File: config.mk
export PLATFORM = sky130hd
export DESIGN_NAME = uart_rx_os
export DESIGN_NICKNAME = d
export VERILOG_FILES = /design/src/rtl/uart_rx_pkg.sv /design/src/rtl/rx_sync_chain.sv /design/src/rtl/rx_bit_timer.sv /design/src/rtl/rx_frame_fsm.sv /design/src/rtl/uart_rx_os.sv
export SDC_FILE = /design/constraint.sdc
export NUM_CORES = 1
export LEC_CHECK = 0
export ABC_AREA = 1
export BUFFER_PORTS_ARGS = -buffer_cell sky130_fd_sc_hd__buf_2
export CAP_MARGIN = 15
export CORE_ASPECT_RATIO = 0.9
export CORE_MARGIN = 5
export CORE_UTILIZATION = 40
export CTS_BUF_LIST = sky130_fd_sc_hd__clkbuf_16
export DETAILED_ROUTE_END_ITERATION = 8
export HOLD_SLACK_MARGIN = 0.06
export PLACE_DENSITY_LB_ADDON = 0.05
export SLEW_MARGIN = 20
export SYNTH_ARGS = -nofsm -noshare
export SYNTH_HDL_FRONTEND = slang
export SYNTH_SLANG_ARGS = --single-unit
File: constraint.sdc
create_clock -name clk -period 1.8 [get_ports clk]
set_clock_uncertainty 0.15 [all_clocks]
set_input_delay 0.09 -clock clk [delete_from_list [all_inputs] [get_ports clk]]
set_output_delay 0.09 -clock clk [all_outputs]
set_load 0.01 [all_outputs]
File: src/rtl/uart_rx_pkg.sv
package uart_rx_pkg;

    // Fixed state codes; data bit k uses code ST_DATA0 + k.
    localparam int unsigned ST_IDLE  = 0;
    localparam int unsigned ST_START = 1;
    localparam int unsigned ST_DATA0 = 2;

    function automatic int unsigned parity_state(input int unsigned data_w);
        return data_w + 2;
    endfunction

    function automatic int unsigned stop_state(input int unsigned data_w);
        return data_w + 3;
    endfunction

    function automatic int unsigned state_width(input int unsigned data_w);
        return $clog2(data_w + 4);
    endfunction

    // Expected parity bit for a zero-extended word.
    function automatic logic expected_parity(input logic [63:0] word, input bit odd);
        return (^word) ^ odd;
    endfunction

endpackage

File: src/rtl/rx_sync_chain.sv
module rx_sync_chain #(
    parameter int unsigned STAGES    = 3,
    parameter logic        RESET_VAL = 1'b1
) (
    input  logic clk,
    input  logic rst,
    input  logic din,
    output logic dout
);
    logic [STAGES-1:0] stage_q;

    generate
        for (genvar i = 0; i < STAGES; i++) begin : g_stage
            if (i == 0) begin : g_first
                always_ff @(posedge clk) begin
                    if (rst) stage_q[0] <= RESET_VAL;
                    else     stage_q[0] <= din;
                end
            end else begin : g_next
                always_ff @(posedge clk) begin
                    if (rst) stage_q[i] <= RESET_VAL;
                    else     stage_q[i] <= stage_q[i-1];
                end
            end
        end
    endgenerate

    assign dout = stage_q[STAGES-1];
endmodule

File: src/rtl/rx_bit_timer.sv
module rx_bit_timer #(
    parameter int unsigned CLKS_PER_BIT = 8
) (
    input  logic clk,
    input  logic rst,
    input  logic clear_i,
    output logic half_hit_o,
    output logic full_hit_o
);
    localparam int unsigned CW   = (CLKS_PER_BIT > 1) ? $clog2(CLKS_PER_BIT) : 1;
    localparam int unsigned HALF = CLKS_PER_BIT / 2;
    localparam logic [CW-1:0] HALF_LAST = CW'(HALF - 1);
    localparam logic [CW-1:0] FULL_LAST = CW'(CLKS_PER_BIT - 1);

    logic [CW-1:0] cnt_q;

    always_ff @(posedge clk) begin
        if (rst || clear_i) cnt_q <= '0;
        else                cnt_q <= cnt_q + 1'b1;
    end

    assign half_hit_o = (cnt_q == HALF_LAST);
    assign full_hit_o = (cnt_q == FULL_LAST);

    AST_TIMER_IN_RANGE: assert property (@(posedge clk) disable iff (rst)
        cnt_q <= FULL_LAST);

    AST_TIMER_WRAPS: assert property (@(posedge clk) disable iff (rst)
        full_hit_o |-> clear_i);
endmodule

File: src/rtl/rx_frame_fsm.sv
module rx_frame_fsm
    import uart_rx_pkg::*;
#(
    parameter int unsigned DATA_W     = 8,
    parameter bit          ODD_PARITY = 1'b0
) (
    input  logic              clk,
    input  logic              rst,
    input  logic              rx_i,
    input  logic              half_hit_i,
    input  logic              full_hit_i,
    output logic              clear_o,
    output logic [DATA_W-1:0] word_o,
    output logic              valid_o,
    output logic              error_o
);
    localparam int unsigned SW = state_width(DATA_W);
    localparam logic [SW-1:0] S_IDLE   = SW'(ST_IDLE);
    localparam logic [SW-1:0] S_START  = SW'(ST_START);
    localparam logic [SW-1:0] S_DATA0  = SW'(ST_DATA0);
    localparam logic [SW-1:0] S_PARITY = SW'(parity_state(DATA_W));
    localparam logic [SW-1:0] S_STOP   = SW'(stop_state(DATA_W));

    logic [SW-1:0]     state_q, state_d;
    logic              prev_q;
    logic [DATA_W-1:0] shift_q;
    logic              par_ok_q;
    logic              in_data;
    logic              frame_good;

    assign in_data    = (state_q >= S_DATA0) && (state_q < S_PARITY);
    assign frame_good = rx_i && par_ok_q;

    always_comb begin
        state_d = state_q;
        clear_o = 1'b0;
        if (state_q == S_IDLE) begin
            clear_o = 1'b1;
            if (prev_q && !rx_i) state_d = S_START;
        end else if (state_q == S_START) begin
            if (half_hit_i) begin
                clear_o = 1'b1;
                state_d = rx_i ? S_IDLE : S_DATA0;
            end
        end else if (state_q <= S_PARITY) begin
            if (full_hit_i) begin
                clear_o = 1'b1;
                state_d = state_q + 1'b1;
            end
        end else begin
            if (full_hit_i) begin
                clear_o = 1'b1;
                state_d = S_IDLE;
            end
        end
    end

    always_ff @(posedge clk) begin
        if (rst) begin
            state_q  <= S_IDLE;
            prev_q   <= 1'b1;
            shift_q  <= '0;
            par_ok_q <= 1'b0;
            word_o   <= '0;
            valid_o  <= 1'b0;
            error_o  <= 1'b0;
        end else begin
            state_q <= state_d;
            prev_q  <= rx_i;
            valid_o <= 1'b0;
            error_o <= 1'b0;
            if (in_data && full_hit_i)
                shift_q <= {rx_i, shift_q[DATA_W-1:1]};
            if ((state_q == S_PARITY) && full_hit_i)
                par_ok_q <= (rx_i == expected_parity(64'(shift_q), ODD_PARITY));
            if ((state_q == S_STOP) && full_hit_i) begin
                valid_o <= frame_good;
                error_o <= !frame_good;
                if (frame_good) word_o <= shift_q;
            end
        end
    end

    AST_VALID_ONE_CYCLE: assert property (@(posedge clk) disable iff (rst)
        valid_o |=> !valid_o);

    AST_VALID_ERR_EXCL: assert property (@(posedge clk) disable iff (rst)
        !(valid_o && error_o));

    AST_WORD_HELD: assert property (@(posedge clk) disable iff (rst)
        1'b1 |=> (valid_o || $stable(word_o)));

    AST_STATE_LEGAL: assert property (@(posedge clk) disable iff (rst)
        state_q <= S_STOP);

    AST_STOP_TO_IDLE: assert property (@(posedge clk) disable iff (rst)
        (state_q == S_STOP && full_hit_i) |=> (state_q == S_IDLE));

    AST_START_FROM_IDLE: assert property (@(posedge clk) disable iff (rst)
        (state_q == S_START && $past(state_q) != S_START) |-> $past(state_q) == S_IDLE);

    AST_PULSE_AFTER_STOP: assert property (@(posedge clk) disable iff (rst)
        (valid_o || error_o) |-> $past(state_q) == S_STOP);
endmodule

File: src/rtl/uart_rx_os.sv
module uart_rx_os #(
    parameter int unsigned DATA_W       = 8,
    parameter int unsigned CLKS_PER_BIT = 8,
    parameter int unsigned SYNC_STAGES  = 3,
    parameter bit          ODD_PARITY   = 1'b0
) (
    input  logic              clk,
    input  logic              rst,
    input  logic              rx_line_i,
    output logic [DATA_W-1:0] rx_word_o,
    output logic              rx_valid_o,
    output logic              rx_error_o
);
    logic rx_sync;
    logic tmr_clear;
    logic half_hit;
    logic full_hit;

    rx_sync_chain #(.STAGES(SYNC_STAGES), .RESET_VAL(1'b1)) sync_i (
        .clk  (clk),
        .rst  (rst),
        .din  (rx_line_i),
        .dout (rx_sync)
    );

    rx_bit_timer #(.CLKS_PER_BIT(CLKS_PER_BIT)) timer_i (
        .clk        (clk),
        .rst        (rst),
        .clear_i    (tmr_clear),
        .half_hit_o (half_hit),
        .full_hit_o (full_hit)
    );

    rx_frame_fsm #(.DATA_W(DATA_W), .ODD_PARITY(ODD_PARITY)) fsm_i (
        .clk        (clk),
        .rst        (rst),
        .rx_i       (rx_sync),
        .half_hit_i (half_hit),
        .full_hit_i (full_hit),
        .clear_o    (tmr_clear),
        .word_o     (rx_word_o),
        .valid_o    (rx_valid_o),
        .error_o    (rx_error_o)
    );
endmodule

# Word level (Yosys, flattened, before mapping)
# Cells that the tools add are included.
[op_classes] n_bitwise=1 magnitude_cmp=3 n_mul=0 reduce_logical=15 addsub=2 shift=0 eq_ne=8 div=0 mux=12
[op_table] cell="XOR reduction 64 bit" n=1
[op_table] cell="2-to-1 mux 4 bit" n=7
[op_table] cell="equality test 4 bit (second input constant)" n=2
[op_table] cell="logical AND 1 bit" n=6
[op_table] cell="adder 4 x 1 -> 4 bit (second input constant)" n=1
[op_table] cell="equality test 4 x 1 -> 1 bit (second input constant)" n=1
[op_table] cell=">= comparator 4 x 2 -> 1 bit (second input constant)" n=1
[op_table] cell="<= comparator 4 bit (second input constant)" n=1
[op_table] cell="zero test 4 bit" n=1
[op_table] cell="< comparator 4 bit (second input constant)" n=1
[op_table] cell="2-to-1 mux 1 bit" n=4
[op_table] cell="adder 3 x 1 -> 3 bit (second input constant)" n=1
[op_table] cell="equality test 3 x 2 -> 1 bit (second input constant)" n=1
[op_table] cell="equality test 3 bit (second input constant)" n=1
[op_table] cell="!= test 3 x 1 -> 1 bit (second input constant)" n=1
[op_table] cell="AND reduction 3 bit" n=1
[op_table] cell="nonzero test 3 bit" n=1
[op_table] cell="zero test 1 bit" n=2
[op_table] cell="2-to-1 mux 2 bit" n=1
[op_table] cell="!= test 2 bit (second input constant)" n=1
[op_table] cell="AND reduction 2 bit" n=1
[op_table] cell="OR reduction 2 bit" n=1
[op_table] cell="equality test 1 bit" n=1
[op_table] cell="logical OR 1 bit" n=1
[op_table] cell="NOT 1 bit" n=1
[totals] n_memories=0 ramBits=0 mem_bits_ro=0 output_inout_bits=10 ff_bits=30 latchBits=0 elab_cells=52

# Logic depth before layout (Yosys ltp)
# Gate-level depths: netlist of the first run.
[logic_depth] depth_word=5 mapped_depth=11 mapped_depth_nobuf=11

# By module
# A second synthesis of the first run with hierarchy kept.
[unflattened] cells_unflattened=217 hier_area_um2=1517.7
[modules_own_cells] mod="rx_frame_fsm" cells_per_inst=193 area_per_inst_um2=1298.7 n_inst=1 seq_area_each_um2=480.5
[modules_own_cells] mod="rx_bit_timer" cells_per_inst=14 area_per_inst_um2=130.1 n_inst=1 seq_area_each_um2=60.1
[modules_own_cells] mod="rx_sync_chain" cells_per_inst=10 area_per_inst_um2=88.8 n_inst=1 seq_area_each_um2=60.1

# Worst setup path after synthesis of the first run
# Ideal clock, no wire load.
[synth_path] kind="register to register" start="register fsm_i.state_q[1]" end="register fsm_i.word_o[0]" t_required_ns=1.518 stages_incl_launch_ff=7 setup_time_ns=0.132 arrival_time_ns=1.386 setup_slack_ns=0.133 path_cell_list="dfxtp_1 ha_1 inv_1 nor4_4 nand2_4 nand2_1 a21oi_1"
[synth_via] elab_chain_len=3
[synth_lines] element="start, declared" line="rx_frame_fsm.sv:24" text="logic [SW-1:0] state_q, state_d;"
[synth_lines] element="start signal, assigned" line="rx_frame_fsm.sv:68" text="state_q <= state_d;"
[synth_lines] element="equality test 4 bit" line="rx_frame_fsm.sv:76" text="if ((state_q == S_STOP) && full_hit_i) begin"
[synth_lines] element="logical AND 1 bit" line="rx_frame_fsm.sv:76"
[synth_lines] element="AND reduction 2 bit (no line)"
[synth_lines] element="end signal, assigned" line="rx_frame_fsm.sv:79" text="if (frame_good) word_o <= shift_q;"
[synth_lines] element="end, declared" line="rx_frame_fsm.sv:13" text="output logic [DATA_W-1:0] word_o,"
# No other way between the ends.
# A chain may end at the register's enable or synchronous reset.

# Worst setup path in the final report of the first run
[layout_path] start="input rst" end="register sync_i.stage_q[0]"
[layout_rtl] element="start, declared" line="uart_rx_os.sv:8" text="input logic rst,"
[layout_rtl] element="end signal, assigned" line="rx_sync_chain.sv:17" text="else stage_q[0] <= din;"
[layout_rtl] element="end, declared" line="rx_sync_chain.sv:10" text="logic [STAGES-1:0] stage_q;"
# No word-level cell between the ends.

==> flow_metrics.py, run 1 <==
metrics = {
    "outcome": {
        "outcome": "complete, no violations",
    },
    "yosys": {
        "synth_cell_type_count": 27,
        "synthArstFlopShare_pct": 0,
        "synth_nets": 215,
        "synth_top_area_share_pct": 40.00,
        "ys_ff_latch": 30,
        "synth_edf_count": 0,
        "synth_area_sq_um": 1501,
        "synth_area_leaders": "dfxtp_1 40%, nand2_1 13%, inv_1 6.3%",
        "yosysTopAreaCell": "dfxtp_1",
        "synth.avg_cell_area_sq_um": 7.324,
        "yosysWarnings": 0,
        "synth-main-ff-cell": "dfxtp_1",
        "synthCells": 205,
        "seq_area_frac_synth_pct": 40.00,
    },
    "critical_path": {
        "cpMostUsedCell": "dlygate4sd3_1",
        "cp-start-kind": "primary input",
        "arrival_ns": 1.66,
        "crit_chain": "dlygate4sd3_1 -> buf_2 -> or2_2 -> dlygate4sd3_1",
        "critPathCaptureType": "flop",
        "cpPeakStageDelay_ns": 0.55,
        "timing_worst_setup_path_type": "primary input to flop",
        "worstPathMaxFanout": 13,
        "cp.required_ns": 1.80,
        "cpMaxStageDelayCell": "dlygate4sd3_1",
    },
    "drt": {
        "drtPass1Iterations": 4,
        "num_vias": 1289,
        "avgViaCountPerCell": 4.756,
        "wl_per_cell_um": 11.41,
        "drtIter0Drc": 48,
        "drc": 0,
        "detail-route-antenna-nets": 0,
        "drt_wl_total_mm": 3.093,
    },
    "sta": {
        "hold_viol_final": 0,
        "rsz0062_at_grt": "false",
        "setup_viol": 0,
        "tns_ns": 0,
        "fin_crit_sh_pct": 92.31,
        "min_period_ns": 1.662,
        "worst_slack_ns": 0.1384,
        "relSlewSlack_pct": 68.11,
        "tightest_slew_ns": 0.4779,
        "max_freq_mhz": 601.8,
        "slew_viol_final": 0,
    },
    "pwr": {
        "clkPwrFrac_pct": 35.1,
        "power_frac_comb_pct": 29.1,
        "p_sw_uw": 689.4,
        "power_density_nw_per_um2": 1185,
        "intPower_mw": 1.426,
        "swShare_pct": 32.59,
        "seq_power_share_pct": 35.7,
        "p_leak_nw": 0.7899,
        "vdd_drop_max_uv": 728.9,
    },
    "floorplan": {
        "rows": 21,
        "io_pins": 13,
        "die_area_sq_um": 5080,
        "initial_utilization_pct": 40.82,
        "fp.dieW_um": 74.58,
        "core_area_sq_um": 3679,
        "chipHeight_um": 68.12,
    },
    "cts": {
        "clock_path_buffers": 2,
        "cts.sinks": 30,
        "clock-root-buffer": "clkbuf_16",
        "path_clk_slew_ns": 0.04,
        "cts_tree": "built",
        "cts.htree.levels": 2,
        "numCtsBuffers": 5,
        "clkLatencyLatePin_ns": 0.27,
    },
    "run": {
        "maxCapViolations": 0,
    },
    "global_routing": {
        "grt_pass1_vias": 1338,
        "overflow": 0,
        "antenna_found_initial": 0,
        "grt_use_total_pct": 15.33,
        "grt_first_pass_wirelength_mm": 5.816,
        "grt_max_degree": 17,
    },
    "place": {
        "post-place-ws_ns": 0.1373,
        "port_buffers": 12,
        "post-place-cells": 262,
        "place_area_sq_um": 1627,
        "dp_hpwl_mm": 2.280,
        "gp_congestion": 0.8768,
    },
    "final_layout": {
        "nNetsFinal": 236,
        "final_util_pct": 48.54,
        "fillers": 360,
        "diodes": 0,
        "most-common-layout-cells": "51 x nand2_1, 30 x dfxtp_1, 24 x inv_1",
        "instances_no_fill": 271,
        "final_common_cell": "nand2_1",
        "final_cell_area_sq_um": 1785,
        "drive_above_1_share_pct": 17.78,
        "syn2layout_area_growth_pct": 18.92,
    },
    "worst_hold_path": {
        "hp-class": "flop to flop",
    },
}
## cells in the mapped netlist, types with 3 or more instances
master / n
a21oi_1: 17
a21oi_2: 3
dfxtp_1: 30
ha_1: 7
inv_1: 25
inv_2: 3
nand2_1: 51
nand3_1: 14
nor2_1: 19
o21ai_0: 11
or2_2: 3
## path summary, 6_finish.rpt
path | start | end | slack (ns) | cells after the start
max | rst | sync_i.stage_q[0]$_SDFF_PP1_ | 0.14 | 4
min | sync_i.stage_q[1]$_SDFF_PP1_ | sync_i.dout$_SDFF_PP1_ | 0.25 | 1
max reg2reg | fsm_i.state_q[0]$_SDFFE_PP0P_ | fsm_i.state_q[1]$_SDFFE_PP0P_ | 0.15 | 8
min reg2reg | sync_i.stage_q[1]$_SDFF_PP1_ | sync_i.dout$_SDFF_PP1_ | 0.25 | 1
## critical path, delay by kind of cell
family,cells,cell delay [ns]
and+or+nand+nor,1,0.30
buffers and inverters,3,1.27
## routing by layer
layer / vias to the layer above / GRT usage [%] / wire, um
met4: 0 / 7.778 / 85
li1: 689 / - / -
met1: 569 / 19.41 / 1564
met3: 7 / 4.993 / 118
met2: 24 / 23.25 / 1325
met5: - / 0 / 0
## sequential cells by signal (all words and copies together), names as in the netlist
| signal | cells |
|---|---|
| fsm_i.par_ok_q | 1 |
| fsm_i.word_o | 8 |
| timer_i.cnt_q | 3 |
| sync_i.dout | 1 |
| fsm_i.valid_o | 1 |
| fsm_i.prev_q | 1 |
| fsm_i.shift_q | 8 |
| fsm_i.state_q | 4 |
| fsm_i.error_o | 1 |
| sync_i.stage_q | 2 |
## per-stage QoR
step / hold slack, ns / power, mW
floorplan: 0.04381 / 1.255
global placement: 0.1252 / 1.362
detailed placement: 0.1295 / 1.376
global route: 0.2802 / 2.269
finish: 0.2541 / 2.115
CTS: 0.2568 / 2.139
## area by class of cell
type / count / area, sq um / area share (%)
multi-input combinational: 142 / 764.5 / 42.82
sequential: 30 / 600.6 / 33.64
clock buffer: 5 / 125.1 / 7.008
timing repair buffer: 18 / 125.1 / 7.008
inverter: 29 / 108.9 / 6.097
tap: 46 / 57.56 / 3.224
clock inverter: 1 / 3.754 / 0.2102
## what timing repair did
action	4_1_cts	5_1_grt
endpoints found under the hold margin	12	0
endpoints found under the setup margin	0	1
gates resized for setup	0	1
hold buffers	3	0
buffers inserted	0	0
## logic make-up after synthesis
group                      Yosys count  synth area share (%)
AOI/OAI and AO/OA                   38                 15.50
and+or+nand+nor                     96                 29.00
adders and majority gates            7                 5.833
buffers and inverters               33                 9.083
xor gates and xnor gates             1                0.5834
DFF                                 30                 40.00
## power groups by stage
stage / clock (mW) / sequential [mW] / combinational [mW]
finish: 0.743 / 0.756 / 0.617
global route: 0.800 / 0.759 / 0.709
CTS: 0.766 / 0.756 / 0.617
detailed placement: 0 / 0.769 / 0.607
global placement: 0 / 0.767 / 0.596
floorplan: 0 / 0.769 / 0.486
(Power assumes the default switching activity.)
==> run 2, diff against run 1 <==
CELL_PAD_IN_SITES_DETAIL_PLACEMENT = 0   (was unset)
CELL_PAD_IN_SITES_GLOBAL_PLACEMENT = 1   (was unset)
CORE_ASPECT_RATIO = 0.7   (was 0.9)
CORE_UTILIZATION = 38   (was 40)
SETUP_SLACK_MARGIN = 0.5   (was unset)
==> flow_metrics.py, run 2 (synthesis results as in run 1) <==
metrics = {
    "outcome": {
        "outcome": "complete, no violations",
    },
    "place": {
        "post-place-cells": 268,
        "place_area_sq_um": 1699,
        "gp_congestion": 0.7917,
        "post-place-ws_ns": 0.1518,
        "dp_hpwl_mm": 2.485,
        "port_buffers": 12,
    },
    "drt": {
        "drtIter0Drc": 112,
        "num_vias": 1330,
        "drt_wl_total_mm": 3.649,
        "avgViaCountPerCell": 4.634,
        "drtPass1Iterations": 4,
        "detail-route-antenna-nets": 0,
        "wl_per_cell_um": 12.71,
        "drc": 0,
    },
    "critical_path": {
        "critPathCaptureType": "flop",
        "arrival_ns": 1.63,
        "worstPathMaxFanout": 10,
        "cp.required_ns": 1.80,
        "cp-start-kind": "flop",
        "timing_worst_setup_path_type": "flop to flop",
    },
    "floorplan": {
        "io_pins": 13,
        "core_area_sq_um": 3875,
        "initial_utilization_pct": 38.75,
        "rows": 19,
        "die_area_sq_um": 5328,
        "chipHeight_um": 62.59,
        "fp.dieW_um": 85.13,
    },
    "cts": {
        "path_clk_slew_ns": 0.05,
        "cts.sinks": 30,
        "cts_tree": "built",
        "clock_path_buffers": 2,
        "clock-root-buffer": "clkbuf_16",
        "clkLatencyLatePin_ns": 0.27,
        "cts.htree.levels": 2,
        "numCtsBuffers": 5,
        "cts_hold_buf": 1,
    },
    "sta": {
        "worst_slack_ns": 0.1752,
        "hold_viol_final": 0,
        "max_freq_mhz": 615.5,
        "setup_viol": 0,
        "slew_viol_final": 0,
        "tightest_slew_ns": 0.7199,
        "tns_ns": 0,
        "min_period_ns": 1.625,
        "relSlewSlack_pct": 51.95,
        "rsz0062_at_grt": "true",
        "whs_ns": 0.003143,
        "fin_crit_sh_pct": 90.27,
    },
    "final_layout": {
        "instances_no_fill": 287,
        "reg_top3": "fsm_i.shift_q (8), fsm_i.word_o (8), fsm_i.state_q (4)",
        "syn2layout_area_growth_pct": 40.75,
        "nNetsFinal": 245,
        "most-common-layout-cells": "48 x nand2_1, 21 x inv_1, 18 x dfxtp_1",
        "final_common_cell": "nand2_1",
        "final_cell_area_sq_um": 2113,
        "diodes": 0,
        "drive_above_1_share_pct": 38.72,
    },
    "global_routing": {
        "grt_pass1_vias": 1275,
        "grt_max_degree": 17,
        "overflow": 0,
        "grt_use_total_pct": 14.36,
        "grt_first_pass_wirelength_mm": 6.072,
        "antenna_found_initial": 0,
    },
    "run": {
        "maxCapViolations": 0,
    },
    "worst_hold_path": {
        "hp-class": "primary input to flop",
    },
    "pwr": {
        "intPower_mw": 1.680,
        "p_leak_nw": 0.8954,
        "power_frac_comb_pct": 40.8,
        "vdd_drop_max_uv": 849.2,
        "clkPwrFrac_pct": 29.0,
        "seq_power_share_pct": 30.2,
        "power_density_nw_per_um2": 1255,
        "swShare_pct": 36.63,
        "p_sw_uw": 971.2,
    },
}
run 2: cell types whose count changed in the layout (fill, tap and decap cells not counted), sizes merged:
cell / delta
buf: +10
bufbuf: +1
inv: +1
dlygate4sd3: -2
run 2: power by group through the flow:
stage          logic, mW  clock network, mW  registers, mW
2_1_floorplan      0.548                  0          0.811
3_5_place_dp       0.700                  0          0.820
6_report            1.08              0.768          0.801
5_1_grt             1.17              0.829          0.808
3_3_place_gp       0.697                  0          0.817
4_1_cts            0.846              0.792          0.798
run 2: cell type report:
cell class | count | area, sq um
Fill cell | 356 | 1762
Inverter | 29 | 123.9
Clock buffer | 5 | 125.1
Tap cell | 52 | 65.06
Timing Repair Buffer | 27 | 220.2
Sequential cell | 30 | 628.1
Clock inverter | 2 | 7.507
Multi-Input combinational cell | 142 | 943.4
run 2: through the flow:
step | power [mW] | util [%]
after detailed placement | 1.520 | 43.85
after floorplan | 1.359 | -
after global routing | 2.811 | 54.54
after CTS | 2.436 | 51.63
final | 2.652 | 54.54
after global placement | 1.515 | 43.85
run 2: worst paths after layout:
| kind | cells past startpoint | start | slack [ns] | to |
|---|---|---|---|---|
| worst min-delay path | 2 | rst | 0.003 | fsm_i.valid_o$_SDFF_PP0_ |
| worst min register to register | 1 | sync_i.stage_q[0]$_SDFF_PP1_ | 0.26 | sync_i.stage_q[1]$_SDFF_PP1_ |
| worst max register to register | 8 | timer_i.cnt_q[0]$_SDFF_PP0_ | 0.18 | fsm_i.word_o[0]$_SDFFE_PP0P_ |
| worst max-delay path | 8 | timer_i.cnt_q[0]$_SDFF_PP0_ | 0.18 | fsm_i.word_o[0]$_SDFFE_PP0P_ |
run 2: repair_timing:
item,CTS,global route
buffers inserted,5,5
cloned,1,0
hold endpoints to repair,10,9
pin swaps,5,10
endpoints found under the setup margin,26,26
resized for setup,31,22
run 2: worst max-delay path, stage by stage (launching register included):
cell and delay (ns):
dfxtp_2 0.34, ha_4 0.14, ha_4 0.13, inv_4 0.05, nor4_4 0.25, buf_6 0.19
nand2_4 0.09, nand2_1 0.09, a21oi_1 0.06
run 2: layer usage:
metal	share of wire (%)	track usage [%]	vias up
li1	-	-	712
met1	52	20.06	596
met2	43	20.83	15
met3	3.4	3.557	7
met4	1.6	5.929	0
met5	0	0	-
==> run 3, diff against run 2 <==
PLACE_DENSITY = 0.85   (was unset)
PLACE_DENSITY_LB_ADDON = unset   (was 0.05)
==> flow_metrics.py, run 3 (synthesis results as in run 1) <==
metrics = {
    "outcome": {
        "outcome": "finished with violations",
        "violations": "hold timing",
    },
    "final_layout": {
        "reg_top3": "fsm_i.shift_q (8), fsm_i.word_o (8), fsm_i.state_q (4)",
        "final_common_cell": "nand2_1",
        "nNetsFinal": 247,
        "drive_above_1_share_pct": 41.18,
        "most-common-layout-cells": "47 x nand2_1, 19 x inv_1, 17 x dfxtp_1",
        "diodes": 0,
        "syn2layout_area_growth_pct": 41.58,
    },
    "cts": {
        "cts_tree": "built",
        "numCtsBuffers": 5,
        "cts_hold_buf": 1,
        "clkLatencyLatePin_ns": 0.27,
        "clock-root-buffer": "clkbuf_16",
        "cts.htree.levels": 2,
        "cts.sinks": 30,
        "clock_path_buffers": 2,
        "path_clk_slew_ns": 0.05,
    },
    "place": {
        "dp_hpwl_mm": 2.324,
        "gp_congestion": 0.7943,
        "port_buffers": 12,
    },
    "critical_path": {
        "ff2ff_path_depth": 8,
        "reg2reg_to": "fsm_i.word_o[7]$_SDFFE_PP0P_",
        "arrival_ns": 1.63,
        "cp.required_ns": 1.81,
        "r2r_start": "timer_i.cnt_q[0]$_SDFF_PP0_",
        "r2r_slack_ns": 0.18,
        "timing_worst_setup_path_type": "flop to flop",
        "startpoint": "timer_i.cnt_q[0]$_SDFF_PP0_",
        "critPathCaptureType": "flop",
        "worstPathMaxFanout": 10,
        "cp-start-kind": "flop",
    },
    "sta": {
        "hold_viol_final": 9,
        "whs_ns": -0.01989,
        "rsz0062_at_grt": "true",
        "setup_viol": 0,
        "max_freq_mhz": 617.8,
        "relSlewSlack_pct": 49.47,
        "slew_viol_final": 0,
        "min_period_ns": 1.619,
        "tightest_slew_ns": 0.7571,
        "tns_ns": 0,
        "fin_crit_sh_pct": 89.93,
    },
    "floorplan": {
        "die_area_sq_um": 5328,
        "rows": 19,
        "core_area_sq_um": 3875,
        "chipHeight_um": 62.59,
        "fp.dieW_um": 85.13,
        "initial_utilization_pct": 38.75,
        "io_pins": 13,
    },
    "drt": {
        "wl_per_cell_um": 12.32,
        "drc": 0,
        "detail-route-antenna-nets": 0,
        "avgViaCountPerCell": 4.700,
        "drtPass1Iterations": 4,
        "drtIter0Drc": 70,
        "drt_wl_total_mm": 3.573,
        "num_vias": 1363,
    },
    "pwr": {
        "power_mw": 2.734,
        "intPower_mw": 1.712,
        "swShare_pct": 37.36,
        "power_frac_comb_pct": 41.3,
        "p_sw_mw": 1.021,
        "power_density_nw_per_um2": 1286,
        "seq_power_share_pct": 29.3,
        "p_leak_nw": 0.8831,
        "vdd_drop_max_uv": 803.8,
        "clkPwrFrac_pct": 29.3,
    },
    "worst_hold_path": {
        "hp-class": "primary input to flop",
        "hold_path_end": "fsm_i.word_o[3]$_SDFFE_PP0P_",
        "min_from": "rst",
        "holdPathStages": 2,
    },
    "run": {
        "maxCapViolations": 0,
    },
    "global_routing": {
        "antenna_found_initial": 0,
        "grt_first_pass_wirelength_mm": 5.796,
        "overflow": 0,
        "grt_max_degree": 17,
        "grt_pass1_vias": 1215,
        "grt_use_total_pct": 13.92,
    },
}
## run 3: how the worst max path moves through the flow
stage                                               end  cells past startpoint  slack, ns
after detailed placement  fsm_i.shift_q[7]$_SDFFE_PP0P_                      5       0.17
after CTS                  fsm_i.word_o[7]$_SDFFE_PP0P_                      8       0.17
final                      fsm_i.word_o[7]$_SDFFE_PP0P_                      8       0.18
after floorplan            fsm_i.word_o[0]$_SDFFE_PP0P_                      7       0.19
after global routing       fsm_i.word_o[5]$_SDFFE_PP0P_                      8       0.08
after global placement     fsm_i.word_o[0]$_SDFFE_PP0P_                      8       0.17
## run 3: layer usage
layer	global-route usage (%)	share of wire, %
met1	20.97	54
met4	6.917	1.6
met3	3.953	2.7
met2	17.44	41
met5	0	0
## run 3: power groups by stage
stage	Sequential (mW)	Combinational, mW	Clock (mW)
floorplan	0.811	0.548	0
global placement	0.817	0.681	0
detailed placement	0.821	0.682	0
CTS	0.799	0.904	0.814
finish	0.802	1.13	0.802
global route	0.815	1.22	0.843
## run 3: cell type report
| cell class | instances | area, sq um |
|---|---|---|
| Multi-Input combinational cell | 142 | 954.7 |
| Fill cell | 365 | 1749 |
| Clock inverter | 3 | 16.27 |
| Sequential cell | 30 | 631.9 |
| Clock buffer | 5 | 125.1 |
| Inverter | 29 | 126.4 |
| Tap cell | 52 | 65.06 |
| Timing Repair Buffer | 29 | 206.4 |
## run 3: per-stage QoR
step	hold WS, ns	std cells	instance area, sq um	setup slack (ns)	utilization [%]
after floorplan	0.04381	205	1579	0.1945	-
after detailed placement	0.1274	267	1692	0.1653	43.66
after global placement	0.1217	267	1692	0.1688	43.66
final	-0.01989	290	2126	0.1813	54.86
after CTS	-0.01821	285	1984	0.1713	51.21
after global routing	-0.004640	290	2126	0.08467	54.86
## run 3: critical path, stage by stage (launching register included)
cell     delay, ns
dfxtp_2       0.34
ha_4          0.14
ha_4          0.13
inv_4         0.05
nor4_4        0.26
buf_6         0.19
nand2_4       0.09
nand2_1       0.09
a21oi_1       0.06
## run 3: repair_timing
action                                  in CTS  in global routing
endpoints found under the setup margin      26                 26
setup buffers                                8                  5
pin swaps                                    8                 10
gates resized for setup                     28                 34
cloned                                       1                  0
hold endpoints to repair                    12                  9
